--- src/rtl/pic_init_pkg.sv ---
// Package: shared state type and bit positions of the command words.
// Assumes an 8-bit data bus; the bit positions are fixed by the word formats.
package pic_init_pkg;
    typedef enum logic [2:0] {
        SQ_OFF  = 3'd0,
        SQ_ICW2 = 3'd1,
        SQ_ICW3 = 3'd2,
        SQ_ICW4 = 3'd3,
        SQ_RUN  = 3'd4
    } seq_state_t;

    localparam int BIT_IC4    = 0;
    localparam int BIT_SNGL   = 1;
    localparam int BIT_CMDSEL = 4;
    localparam int BIT_OCWSEL = 3;
endpackage

--- src/rtl/pic_wr_sync.sv ---
// Write capture: brings the asynchronous bus into the clock domain through
// STAGES flops, then one more to find the rising edge of wr_n. Assumes a0,
// din and cs_n are stable while wr_n is low; these values come out with evt.
module pic_wr_sync #(
    parameter int DW     = 8,
    parameter int STAGES = 2
) (
    input  logic          clk,
    input  logic          rst_n,
    input  logic          wr_n,
    input  logic          cs_n,
    input  logic          a0,
    input  logic [DW-1:0] din,
    output logic          evt,
    output logic          ev_a0,
    output logic [DW-1:0] ev_dat
);
    localparam int W     = DW + 3;
    localparam int B_WR  = DW + 2;
    localparam int B_CS  = DW + 1;
    localparam int B_A0  = DW;
    localparam logic [W-1:0] IDLE = {1'b1, 1'b1, 1'b0, {DW{1'b0}}};

    logic [W-1:0] stg [STAGES+1];

    genvar i;
    generate
        for (i = 0; i <= STAGES; i++) begin : g_stage
            // Stage i of the capture chain; stage 0 takes the pins.
            always_ff @(posedge clk) begin
                if (!rst_n)
                    stg[i] <= IDLE;
                else if (i == 0)
                    stg[i] <= {wr_n, cs_n, a0, din};
                else
                    stg[i] <= stg[(i == 0) ? 0 : i-1];
            end
        end
    endgenerate

    // Strobe rising edge, qualified by chip select held during the low phase.
    always_comb begin
        evt    = stg[STAGES-1][B_WR] && !stg[STAGES][B_WR] && !stg[STAGES][B_CS];
        ev_a0  = stg[STAGES][B_A0];
        ev_dat = stg[STAGES][DW-1:0];
    end
endmodule

--- src/rtl/pic_seq_fsm.sv ---
// Sequencer: steers each captured write to a word slot from the current
// state and the flags of the first word, and keeps the registered ready flag.
// Assumes flags are already stored when the second word arrives.
module pic_seq_fsm
    import pic_init_pkg::*;
#(
    parameter int DW = 8
) (
    input  logic          clk,
    input  logic          rst_n,
    input  logic          evt,
    input  logic          ev_a0,
    input  logic [DW-1:0] ev_dat,
    input  logic          flg_sngl,
    input  logic          flg_ic4,
    output logic          ready,
    output logic          ld_icw1,
    output logic          ld_icw2,
    output logic          ld_icw3,
    output logic          ld_icw4,
    output logic          ld_mask,
    output logic          ld_ocw2,
    output logic          ld_ocw3
);
    seq_state_t st, nxt;
    logic       is_icw1;

    // Next state and load enables for the current write.
    always_comb begin
        is_icw1 = evt && !ev_a0 && ev_dat[BIT_CMDSEL];
        nxt     = st;
        ld_icw1 = 1'b0;
        ld_icw2 = 1'b0;
        ld_icw3 = 1'b0;
        ld_icw4 = 1'b0;
        ld_mask = 1'b0;
        ld_ocw2 = 1'b0;
        ld_ocw3 = 1'b0;
        if (is_icw1) begin
            ld_icw1 = 1'b1;
            nxt     = SQ_ICW2;
        end else if (evt) begin
            case (st)
                SQ_ICW2: if (ev_a0) begin
                    ld_icw2 = 1'b1;
                    nxt = !flg_sngl ? SQ_ICW3 : (flg_ic4 ? SQ_ICW4 : SQ_RUN);
                end
                SQ_ICW3: if (ev_a0) begin
                    ld_icw3 = 1'b1;
                    nxt = flg_ic4 ? SQ_ICW4 : SQ_RUN;
                end
                SQ_ICW4: if (ev_a0) begin
                    ld_icw4 = 1'b1;
                    nxt = SQ_RUN;
                end
                SQ_RUN: begin
                    if (ev_a0)                   ld_mask = 1'b1;
                    else if (ev_dat[BIT_OCWSEL]) ld_ocw3 = 1'b1;
                    else                         ld_ocw2 = 1'b1;
                end
                default: nxt = st;
            endcase
        end
    end

    // State register and ready flag.
    always_ff @(posedge clk) begin
        if (!rst_n) begin
            st    <= SQ_OFF;
            ready <= 1'b0;
        end else begin
            st    <= nxt;
            ready <= (nxt == SQ_RUN);
        end
    end
endmodule

--- src/rtl/pic_cfg_store.sv ---
// Configuration store: holds the words written during initialization and the
// mask, applies the clearing side effects of the first word, and registers
// the command pulses. Assumes at most one load enable is active per cycle.
module pic_cfg_store #(
    parameter int DW = 8
) (
    input  logic          clk,
    input  logic          rst_n,
    input  logic [DW-1:0] ev_dat,
    input  logic          ld_icw1,
    input  logic          ld_icw2,
    input  logic          ld_icw3,
    input  logic          ld_icw4,
    input  logic          ld_mask,
    input  logic          ld_ocw2,
    input  logic          ld_ocw3,
    output logic [3:0]    icw1_flags,
    output logic [4:0]    vec_base,
    output logic [DW-1:0] casc_cfg,
    output logic [4:0]    icw4_cfg,
    output logic [DW-1:0] mask,
    output logic          init_clear,
    output logic          ocw2_wr,
    output logic          ocw3_wr,
    output logic [DW-1:0] ocw_data
);
    localparam int VEC_LO = DW - 5;

    // Initialization words; the first word clears the later ones.
    always_ff @(posedge clk) begin
        if (!rst_n) begin
            icw1_flags <= '0;
            vec_base   <= '0;
            casc_cfg   <= '0;
            icw4_cfg   <= '0;
        end else if (ld_icw1) begin
            icw1_flags <= ev_dat[3:0];
            casc_cfg   <= '0;
            icw4_cfg   <= '0;
        end else begin
            if (ld_icw2) vec_base <= ev_dat[DW-1:VEC_LO];
            if (ld_icw3) casc_cfg <= ev_dat;
            if (ld_icw4) icw4_cfg <= ev_dat[4:0];
        end
    end

    // Mask register: cleared by the first word, loaded by the mask command.
    always_ff @(posedge clk) begin
        if (!rst_n || ld_icw1) mask <= '0;
        else if (ld_mask)      mask <= ev_dat;
    end

    // One-cycle pulses for the clear and the command words.
    always_ff @(posedge clk) begin
        if (!rst_n) begin
            init_clear <= 1'b0;
            ocw2_wr    <= 1'b0;
            ocw3_wr    <= 1'b0;
            ocw_data   <= '0;
        end else begin
            init_clear <= ld_icw1;
            ocw2_wr    <= ld_ocw2;
            ocw3_wr    <= ld_ocw3;
            if (ld_ocw2 || ld_ocw3) ocw_data <= ev_dat;
        end
    end
endmodule

--- src/rtl/pic_init_seq.sv ---
// Top: initialization sequencer of an 8-input interrupt controller port.
// Assumes asynchronous bus inputs; all state sits in the clk domain.
module pic_init_seq #(
    parameter int DW     = 8,
    parameter int STAGES = 2
) (
    input  logic          clk,
    input  logic          rst_n,
    input  logic          cs_n,
    input  logic          wr_n,
    input  logic          a0,
    input  logic [DW-1:0] din,
    output logic          ready,
    output logic          init_clear,
    output logic [DW-1:0] mask,
    output logic [4:0]    vec_base,
    output logic [DW-1:0] casc_cfg,
    output logic [3:0]    icw1_flags,
    output logic [4:0]    icw4_cfg,
    output logic          ocw2_wr,
    output logic          ocw3_wr,
    output logic [DW-1:0] ocw_data
);
    logic          evt, ev_a0;
    logic [DW-1:0] ev_dat;
    logic ld_icw1, ld_icw2, ld_icw3, ld_icw4, ld_mask, ld_ocw2, ld_ocw3;

    pic_wr_sync #(.DW(DW), .STAGES(STAGES)) u_sync (
        .clk(clk), .rst_n(rst_n), .wr_n(wr_n), .cs_n(cs_n), .a0(a0), .din(din),
        .evt(evt), .ev_a0(ev_a0), .ev_dat(ev_dat)
    );

    pic_seq_fsm #(.DW(DW)) u_fsm (
        .clk(clk), .rst_n(rst_n), .evt(evt), .ev_a0(ev_a0), .ev_dat(ev_dat),
        .flg_sngl(icw1_flags[1]), .flg_ic4(icw1_flags[0]), .ready(ready),
        .ld_icw1(ld_icw1), .ld_icw2(ld_icw2), .ld_icw3(ld_icw3), .ld_icw4(ld_icw4),
        .ld_mask(ld_mask), .ld_ocw2(ld_ocw2), .ld_ocw3(ld_ocw3)
    );

    pic_cfg_store #(.DW(DW)) u_store (
        .clk(clk), .rst_n(rst_n), .ev_dat(ev_dat),
        .ld_icw1(ld_icw1), .ld_icw2(ld_icw2), .ld_icw3(ld_icw3), .ld_icw4(ld_icw4),
        .ld_mask(ld_mask), .ld_ocw2(ld_ocw2), .ld_ocw3(ld_ocw3),
        .icw1_flags(icw1_flags), .vec_base(vec_base), .casc_cfg(casc_cfg),
        .icw4_cfg(icw4_cfg), .mask(mask), .init_clear(init_clear),
        .ocw2_wr(ocw2_wr), .ocw3_wr(ocw3_wr), .ocw_data(ocw_data)
    );
endmodule

--- config.mk ---
export PLATFORM = sky130hd
export DESIGN_NAME = pic_init_seq
export DESIGN_NICKNAME = d
export VERILOG_FILES = /design/src/rtl/pic_init_pkg.sv /design/src/rtl/pic_wr_sync.sv /design/src/rtl/pic_seq_fsm.sv /design/src/rtl/pic_cfg_store.sv /design/src/rtl/pic_init_seq.sv
export SDC_FILE = /design/constraint.sdc
export NUM_CORES = 1
export LEC_CHECK = 0
export CAP_MARGIN = 25
export CORE_MARGIN = 1
export CORE_UTILIZATION = 45
export CTS_BUF_LIST = sky130_fd_sc_hd__clkbuf_8
export CTS_CLUSTER_SIZE = 16
export DETAILED_ROUTE_END_ITERATION = 8
export PLACE_DENSITY = 0.74
export SLEW_MARGIN = 20
export SYNTH_ARGS = -nofsm -noshare
export SYNTH_HDL_FRONTEND = slang
export SYNTH_SLANG_ARGS = --single-unit
--- constraint.sdc ---
create_clock -name clk -period 1.43 [get_ports clk]
set_input_delay 0.2145 -clock clk [delete_from_list [all_inputs] [get_ports clk]]
set_output_delay 0.2145 -clock clk [all_outputs]
set_load 0.01 [all_outputs]
==> key figures <==
Worst setup path
  – Crit. End Element: register
  – Req. time, crit path: ~1.7 ns
  – FF-to-FF setup slack: -0.04 ns
  – Worst r2r path cells: 5
  – Crit path to: u_store.ocw_data[6]
  – RR Startpoint: u_sync.stg[1][10]
  – CP Launch Type: register
  – CP max FO: 5
  – Crit path DAT: 1.76 ns
  – Crit path from: u_sync.stg[1][10]
  – FF-to-FF End: u_store.ocw_data[6]
  – Critical path type: register to register

Yosys
  – Top-count cell post-synth: dfxtp_1
  – Simple-gate share of the synthesized area: a little under a quarter
  – Post-synth top area share: roughly three fifths
  – Synth Area in XOR/XNOR: 0%
  – Synth area leaders: dfxtp_1 (58%), mux2i_1 (9.7%), and2_1 (6.8%), nor2_1 (3.4%), a21boi_1 (3.1%)
  – Post-Synthesis Cells: 250
  – Adder-Cell Fraction of Synth Area: 0%
  – Syn Nets: ~260
  – #FFs+latches synth: approximately 80
  – Post-synth top cells: dfxtp_1 (78), and2_1 (29), mux2i_1 (26)
  – Post-synthesis mux area share: 9.697%
  – Asr flop ratio synth: 0%
  – Post-synth top area cell: dfxtp_1
  – Mapped Area: about 2700 um^2
  – Largest family of logic cells by synthesized area: simple AND/OR/NAND/NOR gates
  – Register area share after synthesis: between 50% and 60%
  – Most used DFF post-synth: dfxtp_1
  – Number of distinct library cells after synthesis: 30
  – Yosys warning total: 0
  – Syn_area_per_cell: around 11 um^2
  – Post-synth EDFFs: 0
  – Synth Area in Compound Gates: between 5 and 6%

Floorplanning
  – Site Rows: 27
  – Die width: 79.23 um
  – Die Y: between 70 and 80 um
  – Starting density of the core: between 40% and 50%
  – Area of the die: 6277 um^2
  – IO Pins: 55
  – Core area: 5642 um^2

Timing
  – Setup Skew: ~0.0051 ns
  – Peak Freq: 679.4 MHz
  – Final setup margin: -0.04191 ns
  – Fin. Hold Viols: 0
  – Max-slew violations: 0
  – Final Critical Period: 1.472 ns
  – RSZ-0062 raised after global routing: yes
  – Final Cycle Share: 102.9%
  – Relative slew slack: 77.35%
  – Setup-failing EPs final: 11
  – Worst-Margin Slew: about 0.34 ns

Clocking
  – Setup repair bufs after CTS: 0
  – Clk slew on worst S/H paths: 0.08 ns
  – Clock Tree Buf Depth: 2
  – CTS tree: yes
  – H-tree depth: 3
  – Clock Latency Late Sink: 0.34 ns
  – Clk sinks: 78
  – Clock Tree Root: clkbuf_8
  – CTS buffer count: 9

Global route
  – Initial antenna violation count: 0
  – Overflow after GRT: 0
  – Largest net degree at the start of global routing: 26
  – Vias in the first global route: 1861
  – Total track usage: 18.55%
  – First-pass GRT wire length: approximately 8.7 mm

Detailed routing
  – Number of vias per cell: between 4 and 5
  – WL/cell: around 13 um
  – Drt drc: 0
  – Vias: around 2000
  – 1st-pass router iterations: 6
  – Drt initial violations: 77
  – Final antenna-violating net count: 0
  – Final WL: ~5.2 mm

Placement
  – Place WS: -0.1009 ns
  – DPL Wire Length: ~3.5 mm
  – PortBufs: 54
  – Gpl congestion: 0.8319

Power and ir drop
  – PwrDens: 1060 nW/um^2
  – Leak: 1.646 nW
  – Max IR drop VDD: roughly 0.97 mV

Run status
  – Status: finished with violations
  – Failing checks: setup timing

Finish
  – N_diodes: 0
  – Layout net count: roughly 330
  – Area grow syn2layout: 36.78%
  – Util after Layout: between 60% and 70%
  – Layout cells sized above 1: around 18%

Min path
  – Hold WC Path Type: register to register
  – Worst hold path startpoint: u_sync.stg[0][9]

Job
  – MaxCap Viol Count: 0
-- critical path, stage by stage, from the launching register on --
cell,delay (ns)
dfxtp_2,0.36
or3b_4,0.42
nor4b_4,0.24
buf_4,0.19
nand2_2,0.06
a21boi_2,0.14
-- sequential cells by signal, indices dropped and copies added (netlist names), 3 cells and up --
name and count:
u_sync.stg 33, u_store.casc_cfg 8, u_store.mask 8, u_store.ocw_data 8, u_store.icw4_cfg 5, u_store.vec_base 5
u_store.icw1_flags 4, u_fsm.st 3
-- worst min path at each step --
| stage | cells after the start | slack, ns | endpoint |
|---|---|---|---|
| global placement | 1 | 0.39 | u_sync.stg[1][9] |
| finish | 1 | 0.41 | u_sync.stg[1][9] |
| CTS | 1 | 0.41 | u_sync.stg[1][9] |
| floorplan | 1 | 0.32 | u_sync.stg[0][10] |
| detailed placement | 1 | 0.39 | u_sync.stg[1][9] |
| global route | 2 | 0.42 | u_sync.stg[0][9] |
-- metal layers --
metal  vias up  routed length, um  global-route usage (%)  part of all wire, %
met5         -                  0                       0                    0
met3        12                294                   7.356                  5.6
met4         0                 83                   8.182                  1.6
li1        969                  -                       -                    -
met2        61               2500                   29.74                   48
met1       935               2338                   21.78                   45
-- per-stage QoR --
stage	total power, W	hold slack [ns]	setup TNS (ns)	std cells	instance area, um^2
6_report	0.003890	0.4089	-0.2522	397	3671
5_1_grt	0.004060	0.4178	-1.135	397	3671
4_1_cts	0.003929	0.4109	-0.2392	397	3611
3_5_place_dp	0.002395	0.3928	-0.8573	380	3442
3_3_place_gp	0.002390	0.3887	-0.1971	380	3442
2_1_floorplan	0.002328	0.3160	-0.1839	250	2696
-- area by class of cell --
cell class                 count  area, um^2
fill                         451        1971
sequential                    78        1569
timing repair buffer          73       700.7
multi-input combinational    157        1114
clock inverter                 4       28.78
tap                           72       90.09
clock buffer                  12       165.2
inverter                       1       3.754
-- cells by family after synthesis --
logic type | after synthesis
simple gates | 107
flops | 78
mux | 26
compound gates | 24
buf+inv | 15
-- repair_timing --
item / CTS / global route
gates resized for setup: 45 / 17
pin swaps: 6 / 7
hold buffers: 0 / 0
setup endpoints to repair: 54 / 38
cloned: 1 / 0
-- power breakdown --
| part | internal, W | leakage, nW | switching, W |
|---|---|---|---|
| Combinational | 0.0000740 | 0.917 | 0.0000453 |
| Clock | 0.000775 | 0.0950 | 0.000771 |
| Sequential | 0.00221 | 0.634 | 0.0000173 |
-- placed cells by master, fill, tap and decap left out, types with 3 or more instances in the layout --
| master | instances |
|---|---|
| and2_1 | 29 |
| dlygate4sd2_1 | 38 |
| dlymetal6s2s_1 | 4 |
| nand2b_1 | 7 |
| clkbuf_8 | 12 |
| nor2_1 | 24 |
| dfxtp_2 | 6 |
| mux2i_1 | 24 |
| nor2b_1 | 6 |
| dfxtp_1 | 72 |
| buf_12 | 4 |
| clkdlybuf4s50_1 | 12 |
| o21ai_1 | 4 |
| nand2_1 | 19 |
| o21ai_0 | 5 |
| buf_4 | 12 |
| a21boi_1 | 10 |
| and3_1 | 3 |
(Power assumes the default switching activity.)
